`config.mk`:
```
export PLATFORM = sky130hd
export DESIGN_NAME = seg_frac_div
export DESIGN_NICKNAME = d
export VERILOG_FILES = /design/src/rtl/sfd_pkg.sv /design/src/rtl/sfd_word_prep.sv /design/src/rtl/sfd_seg_ctr.sv /design/src/rtl/sfd_seg_seq.sv /design/src/rtl/seg_frac_div.sv
export SDC_FILE = /design/constraint.sdc
export NUM_CORES = 1
export LEC_CHECK = 0
export BUFFER_PORTS_ARGS = -buffer_cell sky130_fd_sc_hd__buf_2
export CAP_MARGIN = 10
export CORE_UTILIZATION = 55
export DETAILED_ROUTE_END_ITERATION = 8
export MAX_ROUTING_LAYER = met4
export PLACE_DENSITY = 0.85
export SETUP_SLACK_MARGIN = 0.5
export SYNTH_ARGS = -nofsm -noshare
export SYNTH_HDL_FRONTEND = slang
export SYNTH_HIERARCHICAL = 1
export SYNTH_SLANG_ARGS = --single-unit
```
`constraint.sdc`:
```
create_clock -name clk_i -period 3.8 [get_ports clk_i]
set_clock_uncertainty 0.15 [all_clocks]
set_input_delay 0.57 -clock clk_i [delete_from_list [all_inputs] [get_ports clk_i]]
set_output_delay 0.57 -clock clk_i [all_outputs]
set_load 0.01 [all_outputs]
```
`src/rtl/sfd_pkg.sv`:
```
package sfd_pkg;

  // Sub-count identifiers in the order they run.
  typedef enum logic [1:0] {
    SEG_LEAD = 2'd0,
    SEG_PRE  = 2'd1,
    SEG_VAR  = 2'd2,
    SEG_FWD  = 2'd3
  } seg_e;

  localparam int NUM_SEG = 4;

  function automatic seg_e seg_after(input seg_e s);
    case (s)
      SEG_LEAD: seg_after = SEG_PRE;
      SEG_PRE:  seg_after = SEG_VAR;
      SEG_VAR:  seg_after = SEG_FWD;
      default:  seg_after = SEG_LEAD;
    endcase
  endfunction

endpackage

```
`src/rtl/sfd_word_prep.sv`:
```
module sfd_word_prep #(
  parameter int DIV_W   = 7,
  parameter int SEG_NOM = 16,
  parameter int DIV_MIN = 64
) (
  input  logic             clk_i,
  input  logic             rst_i,
  input  logic             cap_i,
  input  logic [DIV_W-1:0] word_i,
  output logic [DIV_W-1:0] var_len_o
);

  localparam int FIXED_SUM = 3 * SEG_NOM;
  localparam logic [DIV_W-1:0] MIN_W   = DIV_W'(DIV_MIN);
  localparam logic [DIV_W-1:0] FIXED_W = DIV_W'(FIXED_SUM);

  logic [DIV_W-1:0] clamped;
  logic [DIV_W-1:0] var_len_q;

  // Words below the minimum are lifted to it.
  always_comb begin
    clamped = (word_i < MIN_W) ? MIN_W : word_i;
  end

  always_ff @(posedge clk_i) begin
    if (rst_i) begin
      var_len_q <= MIN_W - FIXED_W;
    end else if (cap_i) begin
      var_len_q <= clamped - FIXED_W;
    end
  end

  assign var_len_o = var_len_q;

endmodule

```
`src/rtl/sfd_seg_ctr.sv`:
```
module sfd_seg_ctr #(
  parameter int CW = 7
) (
  input  logic          clk_i,
  input  logic          rst_i,
  input  logic          load_i,
  input  logic [CW-1:0] load_val_i,
  output logic          term_o
);

  logic [CW-1:0] cnt_q;

  always_ff @(posedge clk_i) begin
    if (rst_i) begin
      cnt_q <= '0;
    end else if (load_i) begin
      cnt_q <= load_val_i;
    end else if (cnt_q != '0) begin
      cnt_q <= cnt_q - 1'b1;
    end
  end

  assign term_o = (cnt_q == '0);

endmodule

```
`src/rtl/sfd_seg_seq.sv`:
```
module sfd_seg_seq
  import sfd_pkg::*;
(
  input  logic clk_i,
  input  logic rst_i,
  input  logic adv_i,
  output seg_e seg_o
);

  seg_e seg_q;

  // Reset parks in the forwarded sub-count so the first edge starts a frame.
  always_ff @(posedge clk_i) begin
    if (rst_i) begin
      seg_q <= SEG_FWD;
    end else if (adv_i) begin
      seg_q <= seg_after(seg_q);
    end
  end

  assign seg_o = seg_q;

endmodule

```
`src/rtl/seg_frac_div.sv`:
```
module seg_frac_div
  import sfd_pkg::*;
#(
  parameter int DIV_W   = 7,
  parameter int SEG_NOM = 16,
  parameter int DIV_MIN = 64
) (
  input  logic             clk_i,
  input  logic             rst_i,
  input  logic [DIV_W-1:0] div_word_i,
  output logic             edge_o
);

  localparam int CW = DIV_W;

  seg_e          seg;
  seg_e          seg_nxt;
  logic          term;
  logic          frame_end;
  logic          boot_q;
  logic          edge_q;
  logic [CW-1:0] var_len;
  logic [CW-1:0] seg_len [NUM_SEG];
  logic [CW-1:0] load_val;

  assign frame_end = term && (seg == SEG_FWD);
  assign seg_nxt   = seg_after(seg);

  sfd_word_prep #(
    .DIV_W  (DIV_W),
    .SEG_NOM(SEG_NOM),
    .DIV_MIN(DIV_MIN)
  ) prep_i (
    .clk_i    (clk_i),
    .rst_i    (rst_i),
    .cap_i    (frame_end),
    .word_i   (div_word_i),
    .var_len_o(var_len)
  );

  // Length of each sub-count: fixed except the dithered one.
  for (genvar g = 0; g < NUM_SEG; g++) begin : g_len
    if (g == int'(SEG_VAR)) begin : g_var
      assign seg_len[g] = var_len;
    end else begin : g_fix
      assign seg_len[g] = CW'(SEG_NOM);
    end
  end

  // The next sub-count's length is loaded when the current one ends. On the
  // frame boundary the variable length is still unused, so the freshly
  // captured word is in place before the variable sub-count loads.
  assign load_val = seg_len[seg_nxt] - 1'b1;

  sfd_seg_ctr #(
    .CW(CW)
  ) ctr_i (
    .clk_i     (clk_i),
    .rst_i     (rst_i),
    .load_i    (term),
    .load_val_i(load_val),
    .term_o    (term)
  );

  sfd_seg_seq seq_i (
    .clk_i(clk_i),
    .rst_i(rst_i),
    .adv_i(term),
    .seg_o(seg)
  );

  always_ff @(posedge clk_i) begin
    if (rst_i) begin
      boot_q <= 1'b1;
      edge_q <= 1'b0;
    end else begin
      boot_q <= 1'b0;
      edge_q <= frame_end && !boot_q;
    end
  end

  assign edge_o = edge_q;

endmodule

```
* Yosys cells after proc, flatten, opt, wreduce, memory -nomap -nowiden
Cells that the tools add are included.
Word-level totals: bits in registers 18, memories kept 0, memory bits (writable) 0, bits in latches 0, input bits 9, output and inout bits 1, memory bits (read-only) 0
Cells by class: multiplexer cells 8, equality and inequality tests 3, reductions and logical operators 7, divide/modulo/power cells 0, order comparisons 2, add/subtract/negate cells 3, shifts and indexed selects 0, multipliers 0, bitwise logic cells 1
Operator list (count):
- 2-to-1 mux 7 bit | 5
- binary-select mux 7 bit (select 2 bit) | 1
- subtractor 7 x 1 -> 7 bit (second input constant) | 2
- logical NOT 7 bit | 1
- < comparator 7 bit (second input constant) | 1
- nonzero test 7 bit | 1
- subtractor 7 x 6 -> 7 bit (second input constant) | 1
- case mux 2 bit (3 select lines) | 1
- equality test 2 bit (second input constant) | 2
- greater-or-equal comparator 3 bit (second input constant) | 1
- inverter 2 -> 3 bit | 1
- equality test 2 x 1 -> 1 bit (second input constant) | 1
- logical AND 1 bit | 2
- logical NOT 2 bit | 1
- nonzero test 2 bit | 1
- logical NOT 1 bit | 1
- 2-to-1 mux 1 bit | 1

* Longest topological paths before layout
word-level depth 8, mapped depth 10, depth with buffers taken out 10

* Modules after synthesis
Netlist, hierarchy kept.
By module, submodules not included:
- sfd_seg_ctr | area an instance 399.1 um2, cells an instance 47, instances 1, seq. area each 140.1 um2
- sfd_word_prep | area an instance 289.0 um2, cells an instance 31, instances 1, seq. area each 140.1 um2
- seg_frac_div | area an instance 256.5 um2, cells an instance 33, instances 1, seq. area each 40.0 um2
- sfd_seg_seq | area an instance 118.9 um2, cells an instance 13, instances 1, seq. area each 40.0 um2

* Worst setup path after synthesis
Ideal clock, no wire load.
kind register to register, from register seq_i.seg_q[1] (netlist: seq_i/seg_o[1]), to register ctr_i.cnt_q[4], data required time 3580 ps, arrival time 1929 ps, library setup time 70 ps, buffers on the path 0, setup slack 1651 ps, cell stages (with the launch flop) 11, cell sequence dfxtp_1 inv_1 ha_1 nor3b_1 nand2_1 ha_1 nand2_1 nor3_1 a211oi_1 nand2_1 a21oi_1
Between the ends: word-level cells in the longest chain between the ends 8, elaborated cells on any way between the ends 10
Ends and longest elaborated chain:
- from (decl) | line sfd_seg_seq.sv:10 | seg_e seg_q;
- from (signal assigned) | line sfd_seg_seq.sv:17 | seg_q <= seg_after(seg_q);
- equality test 2 bit (tied with other cells) | line sfd_pkg.sv:14 | case (s)
- case mux 2 bit (3 select lines) * | line sfd_pkg.sv:14
- inverter 2 -> 3 bit (not written as such) * | line seg_frac_div.sv:53 | assign load_val = seg_len[seg_nxt] - 1'b1;
- binary-select mux 7 bit (select 2 bit) * | line seg_frac_div.sv:53
- 2-to-1 mux 7 bit (not written as such) * (2 in a row) | line seg_frac_div.sv:53
- subtractor 7 x 1 -> 7 bit * | line seg_frac_div.sv:53
- named net load_val[4] | line seg_frac_div.sv:24 | logic [CW-1:0] load_val;
- 2-to-1 mux 7 bit * | line sfd_seg_ctr.sv:16 | end else if (load_i) begin
- to (signal assigned) | line sfd_seg_ctr.sv:17 | cnt_q <= load_val_i;
- to (signal assigned) | line sfd_seg_ctr.sv:19 | cnt_q <= cnt_q - 1'b1;
- to (decl) | line sfd_seg_ctr.sv:11 | logic [CW-1:0] cnt_q;
Mark *: on every way through the listed nets, which the timed path passes. The rest lies on a longest branch. The select of a mux whose other input is x is not followed. A chain may end at the register's enable or synchronous reset.

* Final worst setup path
Ends and elaborated chain as after synthesis.

==> results.json <==
{
  "drc_errors": 0,
  "cts_root_buf": "clkbuf_4",
  "cts_hold_buf": 0,
  "grt_max_degree": 23,
  "synth_cell_types": 33,
  "core.rowCount": 15,
  "synthFlopType": "dfxtp_1",
  "min_delay_worst_endpoint": "edge_o",
  "period_needed_ns": 2.51,
  "min_path_type": "flop to flop",
  "outcome": "complete, no violations",
  "dr.first_iter.drc_count": 13,
  "grt_pass1_wl_mm": 3.16,
  "cts_num_sinks": 18,
  "hold_viol": 0,
  "synth_warnings": 6,
  "cp_num_buf_inv": 1,
  "p_int_w": 0.000501,
  "drt_first_pass_iters": 4,
  "relSlewSlack_pct": 55.4,
  "fillers": 172,
  "max-vdd-ir-drop_uv": 445,
  "setup_tns_ns": 0,
  "synth_simple_gate_area_share_pct": 26.9,
  "ys_seq_area_share_pct": 33.9,
  "cts_setup_buffers": 0,
  "synth_xor_area_share_pct": 6.59,
  "yosys-top-cells-area": "dfxtp_1, ha_1, nand2_1",
  "clkLatencyLatePin_ns": 0.29,
  "synthesis.nets": 143,
  "reg2reg_to": "ctr_i/cnt_q[4]",
  "reg2reg_slack_ns": 1.29,
  "p_leak_nw": 0.485,
  "path_delay_family": "simple AND/OR/NAND/NOR gates",
  "cpMostUsedCell": "nand2_1",
  "hpwl_mm": 1.41,
  "dieArea_um2": 2110,
  "portBuffers": 9,
  "wl_met2_um": 933,
  "finalNonFillerCells": 157,
  "gp_congestion": 0.752,
  "synthMuxAreaShare_pct": 2.94,
  "rsz0062_at_grt": "no",
  "die_w_um": 46.0,
  "path_cells": "inv_1, ha_1, nor3b_1, nand2_1, ha_1, nand2_1, nor3_1, a211oi_1, nand2_1, a21oi_1",
  "cp_data_required_time_ns": 3.87,
  "synthCells": 124,
  "cellPowerDensity_nw_per_um2": 721,
  "grt_pass1_vias": 781,
  "maxSlewViolCount": 0,
  "timing.final.crit_share_pct": 66.0,
  "ctsResizeCount": 0,
  "routed_wl_mm": 1.87,
  "track_usage_pct": 21.3,
  "core_um2": 1760,
  "m1WireLength_um": 865,
  "synth_top_area_cell": "dfxtp_1",
  "final_antenna_net_count": 0,
  "antenna_found_initial": 0,
  "ys_ff_latch": 18,
  "tightestPinTransition_ns": 0.669,
  "wl_met3_um": 68,
  "drive_gt1_share_pct": 14.4,
  "maxCapViolCount": 0,
  "pwr-share-seq_pct": 34.5,
  "synth-edff-count": 0,
  "die_h_um": 46.0,
  "regToRegStartpoint": "seq_i/seg_o[1]",
  "cts-buffers-inserted": 3,
  "synth_top_family_by_area": "simple AND/OR/NAND/NOR gates",
  "startpoint_type": "flop",
  "netlist.area_leader.share_pct": 33.9,
  "netSwitchingPower_w": 0.000321,
  "worstPathArrival_ns": 2.58,
  "async_flop_share_pct": 0,
  "antennaDiodeCount": 0,
  "area_growth_pct": 7.29,
  "vias_per_cell": 5.48,
  "cts_tree": "yes",
  "setup_violations": 0,
  "initial_core_util_pct": 60.3,
  "end_kind": "flop",
  "p_clk_share_pct": 14.1,
  "swShare_pct": 39.1,
  "dpl.cell_count": 153,
  "synth-compound-area-share_pct": 11.4,
  "syn-cell-area_um2": 1060,
  "worstHoldStart": "boot_q",
  "cpPeakStageDelay_ns": 0.48,
  "p_comb_share_pct": 51.4,
  "avgSynthCellArea_um2": 8.58,
  "vias": 860,
  "layout_common_cells": "dfxtp_1, nand2_1, ha_1, inv_1, buf_2",
  "highest_layer": "met3",
  "wl_per_cell_um": 11.9,
  "critPathKind": "flop to flop",
  "ioPinCount": 10,
  "clock_path_buffers": 2,
  "clk_pin_slew_ns": 0.10,
  "min_path_cells": 1,
  "htree_levels": 1,
  "crit_path_top_delay_cell": "nor3b_1",
  "mostFrequentLayoutCell": "dfxtp_1",
  "fmax_mhz": 399,
  "synthAdderAreaFrac_pct": 11.8,
  "crit_fanout": 6,
  "grt_remaining_overflow": 0,
  "rr_worst_depth": 10,
  "nets": 152
}
power groups by stage:
stage               Combinational (W)  Clock [W]  Sequential (W)
CTS                          0.000425   0.000121        0.000284
finish                       0.000423   0.000116        0.000284
floorplan                    0.000381          0        0.000277
detailed placement           0.000421          0        0.000289
global route                 0.000478   0.000130        0.000290
global placement             0.000406          0        0.000284
flip-flops by register name (all words and copies together), names as in the netlist:
name and cells:
seq_i/seg_o 2, ctr_i/cnt_q 7, prep_i/var_len_o 7, edge_o 1
boot_q 1
layer usage:
layer	global-route usage, %	vias to the layer above
li1	-	439
met1	25.4	399
met2	35.2	22
met3	5.95	0
met4	5.29	0
met5	-	-
worst reg2reg max path, cell delays in order, from the launching register on:
cell,delay (ns)
dfxtp_1,0.43
inv_1,0.07
ha_1,0.28
nor3b_1,0.48
nand2_1,0.15
ha_1,0.27
nand2_1,0.09
nor3_1,0.04
a211oi_1,0.22
nand2_1,0.08
a21oi_1,0.16
synthesized netlist by cell type (4+ instances only):
cell type  count
a21oi_1        7
nand2_1       15
nand3_1        4
nor3_1         5
nand2b_1       6
inv_1          9
nor2_1         6
o22ai_1        4
ha_1          10
xnor2_1        6
dfxtp_1       18
through the flow:
step                      hold WS (ns)  total power (W)  setup slack, ns  utilization [%]  area (µm²)
after detailed placement         0.238         0.000710             1.34             62.6        1100
final                            0.252         0.000823             1.29             64.7        1140
after floorplan                  0.221         0.000658             1.65                -        1060
after global placement           0.231         0.000690             1.54             62.6        1100
after global routing             0.268         0.000898             1.08             64.7        1140
after CTS                        0.256         0.000830             1.29             64.7        1140
how the worst max path moves through the flow:
stage	startpoint	endpoint	depth (start not counted)
global route	seq_i/seg_o[1]	ctr_i/cnt_q[4]	10
finish	seq_i/seg_o[1]	ctr_i/cnt_q[4]	10
floorplan	seq_i/seg_o[1]	ctr_i/cnt_q[4]	10
detailed placement	seq_i/seg_o[1]	ctr_i/cnt_q[4]	10
CTS	seq_i/seg_o[1]	ctr_i/cnt_q[4]	10
global placement	seq_i/seg_o[1]	ctr_i/cnt_q[4]	10
area by class of cell:
type                            count  area (µm²)  area share [%]
Tap cell                           25        31.3            2.74
Timing Repair Buffer                9        45.0            3.95
Clock buffer                        4        36.3            3.18
Inverter                            9        33.8            2.96
Multi-Input combinational cell     92         634            55.6
Sequential cell                    18         360            31.6
logic make-up after synthesis:
kind of cell,after synthesis
simple gates,52
mux,3
flops,18
xor+xnor,8
buf+inv,14
fa+ha+maj,10
compound gates,19
Note: power is estimated with default switching activity, not from simulation.
